## src/rtl/eisc_pkg.sv

```systemverilog
package eisc_pkg;

    // Byte offsets of the software-visible registers.
    localparam int unsigned OFS_MASK  = 32'h00;
    localparam int unsigned OFS_POL   = 32'h04;
    localparam int unsigned OFS_EDGE  = 32'h08;
    localparam int unsigned OFS_RAW   = 32'h0C;
    localparam int unsigned OFS_CLR   = 32'h10;

    typedef enum logic [2:0] {
        SEL_NONE,
        SEL_MASK,
        SEL_POL,
        SEL_EDGE,
        SEL_RAW,
        SEL_CLR
    } reg_sel_e;

endpackage

```

## src/rtl/eisc_sync.sv

```systemverilog
module eisc_sync #(
    parameter int unsigned LINES  = 32,
    parameter int unsigned STAGES = 2
) (
    input  logic             clk_i,
    input  logic             rst_ni,
    input  logic [LINES-1:0] async_i,
    output logic [LINES-1:0] sync_o
);

    localparam int unsigned LAST = STAGES - 1;

    logic [STAGES-1:0][LINES-1:0] chain_d, chain_q;

    always_comb begin
        chain_d[0] = async_i;
        for (int s = 1; s < STAGES; s++) begin
            chain_d[s] = chain_q[s-1];
        end
    end

    always_ff @(posedge clk_i or negedge rst_ni) begin
        if (!rst_ni) begin
            chain_q <= '0;
        end else begin
            chain_q <= chain_d;
        end
    end

    assign sync_o = chain_q[LAST];

endmodule

```

## src/rtl/eisc_line_det.sv

```systemverilog
module eisc_line_det #(
    parameter int unsigned LINES = 32
) (
    input  logic             clk_i,
    input  logic             rst_ni,
    input  logic [LINES-1:0] sync_i,
    input  logic [LINES-1:0] pol_i,
    input  logic [LINES-1:0] edge_sel_i,
    input  logic [LINES-1:0] clr_i,
    output logic [LINES-1:0] raw_o
);

    typedef struct packed {
        logic [LINES-1:0] prev;
        logic [LINES-1:0] held;
    } det_state_t;

    det_state_t st_d, st_q;

    logic [LINES-1:0] hit;
    logic [LINES-1:0] lvl;

    for (genvar g = 0; g < LINES; g++) begin : g_line
        // Polarity folds the sense into an active-high view of the pin.
        assign lvl[g] = pol_i[g] ? sync_i[g] : ~sync_i[g];
        assign hit[g] = pol_i[g] ? (sync_i[g] & ~st_q.prev[g])
                                 : (~sync_i[g] & st_q.prev[g]);
    end

    always_comb begin
        st_d      = st_q;
        st_d.prev = sync_i;
        // A fresh edge outranks a clear in the same cycle; level lines hold nothing.
        st_d.held = edge_sel_i & (hit | (st_q.held & ~clr_i));
    end

    always_ff @(posedge clk_i or negedge rst_ni) begin
        if (!rst_ni) begin
            st_q <= '0;
        end else begin
            st_q <= st_d;
        end
    end

    assign raw_o = (edge_sel_i & st_q.held) | (~edge_sel_i & lvl);

endmodule

```

## src/rtl/eisc_regs.sv

```systemverilog
module eisc_regs
    import eisc_pkg::*;
#(
    parameter int unsigned LINES  = 32,
    parameter int unsigned ADDR_W = 8
) (
    input  logic              clk_i,
    input  logic              rst_ni,
    input  logic              wr_i,
    input  logic [ADDR_W-1:0] addr_i,
    input  logic [LINES-1:0]  wdata_i,
    input  logic [LINES-1:0]  raw_i,
    output logic [LINES-1:0]  rdata_o,
    output logic [LINES-1:0]  mask_o,
    output logic [LINES-1:0]  pol_o,
    output logic [LINES-1:0]  edge_sel_o,
    output logic [LINES-1:0]  clr_o
);

    localparam logic [ADDR_W-1:0] A_MASK = ADDR_W'(OFS_MASK);
    localparam logic [ADDR_W-1:0] A_POL  = ADDR_W'(OFS_POL);
    localparam logic [ADDR_W-1:0] A_EDGE = ADDR_W'(OFS_EDGE);
    localparam logic [ADDR_W-1:0] A_RAW  = ADDR_W'(OFS_RAW);
    localparam logic [ADDR_W-1:0] A_CLR  = ADDR_W'(OFS_CLR);

    typedef struct packed {
        logic [LINES-1:0] mask;
        logic [LINES-1:0] pol;
        logic [LINES-1:0] edg;
    } cfg_t;

    cfg_t     st_d, st_q;
    reg_sel_e sel;

    always_comb begin
        case (addr_i)
            A_MASK:  sel = SEL_MASK;
            A_POL:   sel = SEL_POL;
            A_EDGE:  sel = SEL_EDGE;
            A_RAW:   sel = SEL_RAW;
            A_CLR:   sel = SEL_CLR;
            default: sel = SEL_NONE;
        endcase
    end

    always_comb begin
        st_d  = st_q;
        clr_o = '0;
        if (wr_i) begin
            case (sel)
                SEL_MASK: st_d.mask = wdata_i;
                SEL_POL:  st_d.pol  = wdata_i;
                SEL_EDGE: st_d.edg  = wdata_i;
                SEL_CLR:  clr_o     = wdata_i;
                default:  ;
            endcase
        end
    end

    always_comb begin
        case (sel)
            SEL_MASK: rdata_o = st_q.mask;
            SEL_POL:  rdata_o = st_q.pol;
            SEL_EDGE: rdata_o = st_q.edg;
            SEL_RAW:  rdata_o = raw_i;
            default:  rdata_o = '0;
        endcase
    end

    always_ff @(posedge clk_i or negedge rst_ni) begin
        if (!rst_ni) begin
            st_q.mask <= '1;
            st_q.pol  <= '0;
            st_q.edg  <= '0;
        end else begin
            st_q <= st_d;
        end
    end

    assign mask_o     = st_q.mask;
    assign pol_o      = st_q.pol;
    assign edge_sel_o = st_q.edg;

endmodule

```

## src/rtl/extint_sense_conv.sv

```systemverilog
module extint_sense_conv #(
    parameter int unsigned LINES       = 32,
    parameter int unsigned ADDR_W      = 8,
    parameter int unsigned SYNC_STAGES = 2
) (
    input  logic              clk_i,
    input  logic              rst_ni,
    input  logic [LINES-1:0]  ext_irq_i,
    input  logic              bus_wr_i,
    input  logic [ADDR_W-1:0] bus_addr_i,
    input  logic [LINES-1:0]  bus_wdata_i,
    output logic [LINES-1:0]  bus_rdata_o,
    output logic [LINES-1:0]  irq_req_o
);

    logic [LINES-1:0] sync_w;
    logic [LINES-1:0] raw_w;
    logic [LINES-1:0] mask_w;
    logic [LINES-1:0] pol_w;
    logic [LINES-1:0] edge_sel_w;
    logic [LINES-1:0] clr_w;

    eisc_sync #(
        .LINES  (LINES),
        .STAGES (SYNC_STAGES)
    ) u_sync (
        .clk_i   (clk_i),
        .rst_ni  (rst_ni),
        .async_i (ext_irq_i),
        .sync_o  (sync_w)
    );

    eisc_line_det #(
        .LINES (LINES)
    ) u_det (
        .clk_i      (clk_i),
        .rst_ni     (rst_ni),
        .sync_i     (sync_w),
        .pol_i      (pol_w),
        .edge_sel_i (edge_sel_w),
        .clr_i      (clr_w),
        .raw_o      (raw_w)
    );

    eisc_regs #(
        .LINES  (LINES),
        .ADDR_W (ADDR_W)
    ) u_regs (
        .clk_i      (clk_i),
        .rst_ni     (rst_ni),
        .wr_i       (bus_wr_i),
        .addr_i     (bus_addr_i),
        .wdata_i    (bus_wdata_i),
        .raw_i      (raw_w),
        .rdata_o    (bus_rdata_o),
        .mask_o     (mask_w),
        .pol_o      (pol_w),
        .edge_sel_o (edge_sel_w),
        .clr_o      (clr_w)
    );

    assign irq_req_o = raw_w & ~mask_w;

endmodule

```

## config.mk

```make
export PLATFORM = sky130hd
export DESIGN_NAME = extint_sense_conv
export DESIGN_NICKNAME = d
export VERILOG_FILES = /design/src/rtl/eisc_pkg.sv /design/src/rtl/eisc_sync.sv /design/src/rtl/eisc_line_det.sv /design/src/rtl/eisc_regs.sv /design/src/rtl/extint_sense_conv.sv
export SDC_FILE = /design/constraint.sdc
export NUM_CORES = 1
export LEC_CHECK = 0
export BUFFER_PORTS_ARGS = -buffer_cell sky130_fd_sc_hd__buf_2
export CAP_MARGIN = 15
export CORE_MARGIN = 10
export CORE_UTILIZATION = 26
export CTS_CLUSTER_DIAMETER = 200
export DETAILED_ROUTE_END_ITERATION = 8
export MAX_ROUTING_LAYER = met4
export PLACE_DENSITY = 0.49
export SYNTH_ARGS = -nofsm -noshare
export SYNTH_HDL_FRONTEND = slang
export SYNTH_SLANG_ARGS = --single-unit
```

## constraint.sdc

```tcl
create_clock -name clk_i -period 1.85 [get_ports clk_i]
set_input_delay 0.2775 -clock clk_i [delete_from_list [all_inputs] [get_ports clk_i]]
set_output_delay 0.2775 -clock clk_i [all_outputs]
set_load 0.01 [all_outputs]
```

* Word level (Yosys, flattened, before mapping) *
Index checks and enable logic that the tools add are counted.

word-level totals
  flip-flop bits (word level) = 224
  input port bits = 75
  output and inout bits = 64
  word-level logic and storage cells = 226

operators by class
  equal/unequal tests = 9
  multiplexer cells = 68
  bitwise operators = 138
  reductions and logical operators = 4

operators with widths
  cell                                                  number
  AND 32 bit                                            5
  case mux 32 bit (4 select lines)                      1
  NOT 32 bit                                            3
  AND 1 bit                                             64
  2-to-1 mux 1 bit                                      64
  2-to-1 mux 32 bit                                     2
  NOT 1 bit                                             64
  bitwise OR 32 bit                                     2
  equality test 8 x 4 -> 1 bit (second input constant)  2
  case mux 3 bit (5 select lines)                       1
  equality test 8 x 3 -> 1 bit (second input constant)  1
  equality test 8 x 5 -> 1 bit (second input constant)  1
  logical NOT 8 bit                                     1
  equality test 3 x 2 -> 1 bit (second input constant)  2
  equality test 3 bit (second input constant)           2
  AND reduction 2 bit                                   3
  equality test 3 x 1 -> 1 bit (second input constant)  1

* Depth between registers and ports, before layout *
Gate-level depths: netlist of run 1.

  depth after elaboration = 9
  gate-level depth with buffers = 6

* Modules after synthesis *
A second synthesis of run 1 with hierarchy kept.

second synthesis, totals
  cell total of the unflattened synthesis = 678
  area, all modules = 9925.8 um^2

modules (own cells, without submodules)
  module             times used  cells an instance  area an instance (um^2)  seq. area each (um^2)
  eisc_regs          1           324                4833.4                   2442.3
  eisc_line_det      1           258                3050.4                   1601.5
  eisc_sync          1           64                 1601.5                   1601.5
  extint_sense_conv  1           32                 440.4                    0.0

* Least setup slack after synthesis of run 1 *
No wires, ideal clock.

  kind = input-to-output
  from = input port bus_addr_i[5]
  to = output port bus_rdata_o[0]
  arrival = 1.624 ns
  path slack = -0.051 ns
  stages = 5
  path through = buf_2 nor4_4 nand2_1 clkbuf_1 a311oi_1

between the ends
  word-level cells in the longest chain between the ends = 4
  elaborated cells on any way between the ends = 11
  those cells by class = eq/ne (8); mux (2); reduce/logical (1)

RTL lines
  item                                                  RTL line                 source
  from (decl)                                           extint_sense_conv.sv:10  input logic [ADDR_W-1:0] bus_addr_i,
  equality test 8 x 5 -> 1 bit (tied with other cells)  eisc_regs.sv:36          case (addr_i)
  case mux 3 bit (5 select lines) *                     eisc_regs.sv:36
  equality test 3 bit (tied with other cells)           eisc_regs.sv:61          case (sel)
  case mux 32 bit (4 select lines) *                    eisc_regs.sv:61
  to (decl)                                             extint_sense_conv.sv:12  output logic [LINES-1:0] bus_rdata_o,

Mark *: on every way between the ends. The rest lies on a longest branch, timed or not.

* Worst setup path in the final report of run 1 *
  from = register u_sync.chain_q, in the netlist u_sync.sync_o[0]
  to = output port bus_rdata_o[0]

between the ends
  word-level cells in the longest chain between the ends = 5

RTL lines
  item                                RTL line             source
  from (decl)                         eisc_sync.sv:13      logic [STAGES-1:0][LINES-1:0] chain_d, chain_q;
  from (signal assigned)              eisc_sync.sv:26      chain_q <= chain_d;
  NOT 1 bit                           eisc_line_det.sv:25  assign lvl[g] = pol_i[g] ? sync_i[g] : ~sync_i[g];
  2-to-1 mux 1 bit *                  eisc_line_det.sv:25
  AND 32 bit *                        eisc_line_det.sv:45  assign raw_o = (edge_sel_i & st_q.held) | (~edge_sel_i & lvl);
  bitwise OR 32 bit *                 eisc_line_det.sv:45
  case mux 32 bit (4 select lines) *  eisc_regs.sv:61

Marked as above.

==> results.cfg, run 1 <==
[clock_tree]
clockBufferDepth = 3
htreeDepth = 1
cts-buffers-inserted = 29
insertion_delay_ns = 0.56
clkTransAtPathRegs_ns = 0.06
clock-sinks = 224
root_buffer = clkbuf_16
cts_tree = yes

[power]
power_density_mw_per_mm2 = 860
leakagePower_nw = 6.91
ir_worst_vdd_mv = 0.750

[timing]
whs_ns = 0.212
timing.final.ws_setup_ns = -0.463
rsz0062_at_grt = true
max_slew_margin_pct = 58.1
setup_viol = 50
worstMarginPinSlew_ns = 0.629
fin_crit_ns = 2.31
max_freq_ghz = 0.432
clock_skew_ns = 0.00705
hold_violations = 0
slew_viol_final = 0
post-route-period-util_pct = 125

[route]
wl_per_cell_um = 17.7
antenna_left = 0
postRouteWirelength_um = 32000
vias_per_cell = 4.71
drtIter0Drc = 467
vias = 8541
drc = 0
dr.pass1.iters = 4

[critical_path]
criticalPathCategory = reg2out
critPathLaunchType = flop
cp-end-kind = primary output
crit_fanout = 5
worst_ep_required_time_ns = 1.57
worst_ep_arrival_time_ns = 2.04

[synth]
yosys.area.top_type = dfrtp_1
ys.flop_type = dfrtp_1
avgSynthCellArea_um2 = 10.9
syn_inst = 953
async_reset_ff_share_pct = 100
ys_types = 28
seq_area_frac_synth_pct = 54.4
yosys_warnings = 0
synthTopCellsByArea = dfrtp_1 (46%), dfstp_2 (8.1%), mux2_2 (6.3%)
synth.top_cell.area_share_pct = 46.3
ys_ff_latch = 224
synth_edf_count = 0
synthesis.area_mm2 = 0.0104
syn-num-nets = 1028

[outcome]
violations = setup timing
status = finished, violations left

[die]
fp.dieW_um = 220
dieArea_mm2 = 0.0483
core_mm2 = 0.0396
die_h_um = 220
io_pins = 139
rows = 73
start_util_pct = 26.2

[placed_design]
hpwl_um = 19700
place_congestion = 0.773
port_buffers = 138
dpl-instance-area_mm2 = 0.0122

[global_routing]
grt_pass1_vias = 9058
grt_max_degree = 53
grt_usage_pct = 13.5
antenna_found_initial = 1
overflow = 0
grt_pass1_wl_um = 50300

[finish]
fillers = 3830
drive_gt1_share_pct = 44.1
area_growth_pct = 46.7
final_area_mm2 = 0.0152
multi_input_area_mm2 = 0.00499
register_area_mm2 = 0.00565
nNetsFinal = 1339

[min_path]
hold_class = in2async

[run]
drv_cap = 0
Yosys cell counts, types with 34 or more instances:
master	instances
and2_1	64
dfrtp_1	192
inv_1	65
mux2_2	58
nand2_1	65
nor2_1	34
nor2b_1	34
o21ai_0	64
power by group:
part	total, mW	switching, mW	internal [mW]	leakage [nW]
Combinational	2.05	1.06	0.984	3.95
Sequential	5.48	0.219	5.26	2.49
Clock	5.57	2.21	3.36	0.466
Total	13.1	3.49	9.60	6.91
critical path: stages, from the launching register on:
cell	delay, ns
dfrtp_2	0.45
or3_1	0.32
a21o_1	0.17
a311oi_2	0.34
buf_2	0.20
flip-flops by register name, indices dropped and copies added, names as in the netlist:
| signal | cells |
|---|---|
| u_regs.mask_o | 32 |
| u_sync.sync_o | 32 |
| u_sync.chain_d | 32 |
| u_det.st_q | 64 |
| u_regs.edge_sel_o | 32 |
| u_regs.pol_o | 32 |
area by class of cell:
| class | instances | area share (%) |
|---|---|---|
| diodes | 1 | 0.0164 |
| well taps | 525 | 4.32 |
| multi-input cells | 619 | 32.8 |
| flip-flops and latches | 224 | 37.1 |
| clock inverters | 7 | 0.510 |
| repair buffers | 325 | 17.9 |
| inverters | 65 | 1.61 |
| clock buffers | 47 | 5.74 |
kinds of logic after synthesis:
family                 count (synthesis)  share of synthesized area, %
DFF                                  224                          54.4
buffers and inverters                110                          4.70
muxes                                 96                          10.0
and+or+nand+nor                      267                          14.3
AOI/OAI and AO/OA                    256                          16.6
path summary, 6_finish.rpt:
check / from / endpoint / slack (ns) / depth (start not counted)
setup / recovery: u_sync.sync_o[0]$_DFF_PN0_ / bus_rdata_o[0] / -0.46 / 4
hold / removal: rst_ni / u_det.st_q[1]$_DFF_PN0_ / 0.21 / 2
setup reg to reg: u_regs.pol_o[0]$_DFFE_PN0P_ / u_det.st_q[0]$_DFF_PN0_ / 0.79 / 5
hold reg to reg: u_sync.chain_d[53]$_DFF_PN0_ / u_sync.sync_o[21]$_DFF_PN0_ / 0.35 / 0
max in group asynchronous: rst_ni / u_regs.mask_o[8]$_DFFE_PN1P_ / 0.92 / 3
min in group clk_i: bus_wr_i / u_regs.edge_sel_o[4]$_DFFE_PN0P_ / 0.31 / 4
timing repair:
item,CTS,global route
gates resized for setup,215,89
hold buffers,65,0
pin swaps,116,86
endpoints found under the setup margin,63,64
buffers inserted,45,27
hold endpoints to repair,175,0
per-stage QoR:
| stage | cells | util, % | worst slack [ns] | TNS [ns] | power (mW) |
|---|---|---|---|---|---|
| 2_1_floorplan | 953 | - | -0.0512 | -1.54 | 6.35 |
| 3_3_place_gp | 1637 | 30.8 | -0.106 | -2.78 | 7.10 |
| 3_5_place_dp | 1637 | 30.8 | -0.144 | -3.50 | 7.13 |
| 4_1_cts | 1801 | 37.5 | -0.517 | -15.21 | 13.2 |
| 5_1_grt | 1813 | 38.4 | -0.522 | -17.50 | 13.8 |
| 6_report | 1813 | 38.4 | -0.463 | -12.28 | 13.1 |
per-layer routing:
layer | global-route usage, % | routed length [um]
met1 | 17.4 | 14800
met2 | 21.4 | 14800
met3 | 2.43 | 1370
met4 | 3.63 | 1040
met5 | - | 0
placed cells by master (no fill, tap or decap), types with 31 or more instances in the layout:
master         synthesis  layout
dfrtp_1              192     189
buf_2                  6     131
dlygate4sd3_1          0      65
nand2_1               65      64
buf_6                  9      61
mux2_2                58      58
inv_1                 65      52
buf_4                  0      50
nor2b_1               34      34
and2_1                64      33
a21o_1                32      32
o21ai_0               64      32
a211oi_1              32      32
nand2b_1              32      32
o41ai_1               32      32
a31oi_1               32      32
mux2i_1               32      32
dfstp_2               32      32
or3_1                 32      31
a311oi_2               0      31
and2_4                 0      31
Power figures use the tool's default switching activity.
==> run 2: changes to the inputs <==
--- a/config.mk
+++ b/config.mk
@@ -7,11 +7,10 @@
 export LEC_CHECK = 0
 export BUFFER_PORTS_ARGS = -buffer_cell sky130_fd_sc_hd__buf_2
 export CAP_MARGIN = 15
-export CORE_MARGIN = 10
+export CORE_MARGIN = 4
 export CORE_UTILIZATION = 26
 export CTS_CLUSTER_DIAMETER = 200
 export DETAILED_ROUTE_END_ITERATION = 8
-export MAX_ROUTING_LAYER = met4
 export PLACE_DENSITY = 0.49
 export SYNTH_ARGS = -nofsm -noshare
 export SYNTH_HDL_FRONTEND = slang
==> run 2 against run 1 <==
Net effect:
- the flow still finishes with violations (setup timing)
- clock skew down 0.0010 ns
- total power down 1.9%
- design area down 0.20%
- sequential share of layout area up 0.057 points
- critical path type unchanged
- worst hold slack worse by 0.19 ns
- via count about the same
- register-to-register slack worse by 0.08 ns
- critical endpoint is now bus_rdata_o[12]
- critical path depth up 1
==> results.cfg, run 2 (same netlist as run 1, synthesis figures left out) <==
[finish]
max_flop_register = u_det.st_q
final_cells = 1810
layout_common_cells = dfrtp_1 (191), buf_2 (131), nand2_1 (64)
finish.utilization_pct = 38.9
largest_reg_flops = 64
antenna_cells = 0
drive_gt1_share_pct = 43.6
final_area_mm2 = 0.0152
area_growth_pct = 46.4
final_common_cell = dfrtp_1
nNetsFinal = 1346

[placed_design]
pre_cts_ws_ns = -0.118
dpl-instance-area_mm2 = 0.0123
dp_cells = 1646
hpwl_um = 19200
port_buffers = 138
place_congestion = 0.792

[critical_path]
crit_slowest_cell = dfrtp_1
crit_fanout = 2
path_cells = or3_1 -> a21o_1 -> a311oi_1 -> buf_4 -> buf_6
ff2ff_path_depth = 6
startpoint = u_regs.edge_sel_o[12]$_DFFE_PN0P_
worst_ep_arrival_time_ns = 1.98
cp.depth = 5
critPathLaunchType = flop
cp-end-kind = primary output
crit_path_end = bus_rdata_o[12]
worstReg2RegStart = u_regs.pol_o[16]$_DFFE_PN0P_
criticalPathCategory = reg2out
r2r-end = u_det.st_q[16]$_DFF_PN0_
slowest_delay_ns = 0.38
worst_ep_required_time_ns = 1.57
cp_num_buf_inv = 2
r2r_slack_ns = 0.71
crit_family = compound AO/OA/AOI/OAI gates

[global_routing]
grt_pass1_wl_um = 50500
grt_max_degree = 69
antenna_found_initial = 1
overflow = 0
grt_pass1_vias = 8911
grt_usage_pct = 14.4

[timing]
post-route-period-util_pct = 122
timing.final.ws_setup_ns = -0.403
fin_crit_ns = 2.25
hold_violations = 0
slew_viol_final = 0
whs_ns = 0.0230
setup_viol = 47
worstMarginPinSlew_ns = 0.572
max_slew_margin_pct = 61.9
rsz0062_at_grt = true
max_freq_ghz = 0.444
clock_skew_ns = 0.00603

[clock_tree]
cts-buffers-inserted = 28
insertion_delay_ns = 0.55
htreeDepth = 1
clockBufferDepth = 3
cts_tree = yes
root_buffer = clkbuf_16
clock-sinks = 224
clkTransAtPathRegs_ns = 0.06

[route]
vias = 8543
vias_per_cell = 4.72
route.top_layer_used = met4
wl_met1_um = 15300
met3_length_um = 1260
dr.pass1.iters = 4
postRouteWirelength_um = 31800
drc = 0
drtIter0Drc = 355
antenna_left = 0
route.met2.wl_um = 14600
wl_per_cell_um = 17.6

[die]
fp.dieW_um = 208
die_h_um = 208
start_util_pct = 26.6
rows = 72
io_pins = 139
dieArea_mm2 = 0.0432
core_mm2 = 0.0390

[power]
pwr-share-comb_pct = 16.0
leakagePower_nw = 6.93
seqPwrFrac_pct = 42.6
p_int_mw = 9.43
swShare_pct = 26.6
power_density_mw_per_mm2 = 846
p_clk_share_pct = 41.5
ir_worst_vdd_mv = 0.636
p_switching_mw = 3.41

[min_path]
hold_class = in2reg

[outcome]
violations = setup timing
status = finished, violations left

[run]
drv_cap = 0
-- run 2: cell count changes in the layout (fill, tap and decap cells not counted), moves of 5 or more --
cell	delta
inv_1	+7
a311oi_2	-5
buf_4	+11
inv_2	-8
a311oi_1	+5
-- run 2: stage by stage --
step	setup TNS [ns]	power, mW
after floorplan	-1.54	6.35
after global placement	-2.38	7.13
after detailed placement	-3.13	7.15
after CTS	-14.30	13.0
after global routing	-16.41	13.5
final	-11.42	12.8
-- run 2: worst reg2reg max path, delay by kind of cell (launching register included) --
family / cells / cell delay [ns]
buffers and inverters: 3 / 0.35
AOI/OAI and AO/OA: 1 / 0.15
DFF: 1 / 0.39
and+or+nand+nor: 2 / 0.17
-- run 2: cell type report --
| class | instances | area, um2 |
|---|---|---|
| fill | 3835 | 23800 |
| sequential | 224 | 5650 |
| multi-input combinational | 619 | 4960 |
| timing repair buffer | 333 | 2790 |
| clock buffer | 42 | 825 |
| tap | 518 | 648 |
| inverter | 65 | 248 |
| clock inverter | 9 | 77.6 |
-- run 2: power by group through the flow --
stage	Sequential (mW)	Clock, mW	Combinational [mW]
CTS	5.46	5.55	1.98
global route	5.50	5.73	2.26
global placement	5.54	0	1.58
finish	5.47	5.32	2.05
detailed placement	5.54	0	1.61
floorplan	5.49	0	0.853
-- run 2: worst min path at each step --
stage                        start  slack [ns]  cells past startpoint                      endpoint
detailed placement          rst_ni        0.16                      1      u_det.st_q[63]$_DFF_PN0_
CTS                 bus_wdata_i[0]      0.0008                      2   u_regs.pol_o[0]$_DFFE_PN0P_
global route        bus_wdata_i[0]        0.01                      2  u_regs.mask_o[0]$_DFFE_PN1P_
floorplan                   rst_ni       -0.02                      0       u_det.st_q[0]$_DFF_PN0_
finish              bus_wdata_i[0]        0.02                      2   u_regs.pol_o[0]$_DFFE_PN0P_
global placement            rst_ni        0.16                      1      u_det.st_q[63]$_DFF_PN0_
-- run 2: layer usage --
| layer | vias to the layer above | track usage [%] |
|---|---|---|
| met5 | - | 0 |
| met4 | 0 | 2.85 |
| met3 | 41 | 2.69 |
| met2 | 160 | 23.2 |
| met1 | 4283 | 20.4 |
| li1 | 4059 | - |
-- run 2: what timing repair did --
item | in CTS | in global routing
hold endpoints to repair | 297 | 0
hold buffers | 62 | 0
setup endpoints to repair | 61 | 64
gates resized for setup | 204 | 86
pin swaps | 130 | 100
buffers inserted | 35 | 37
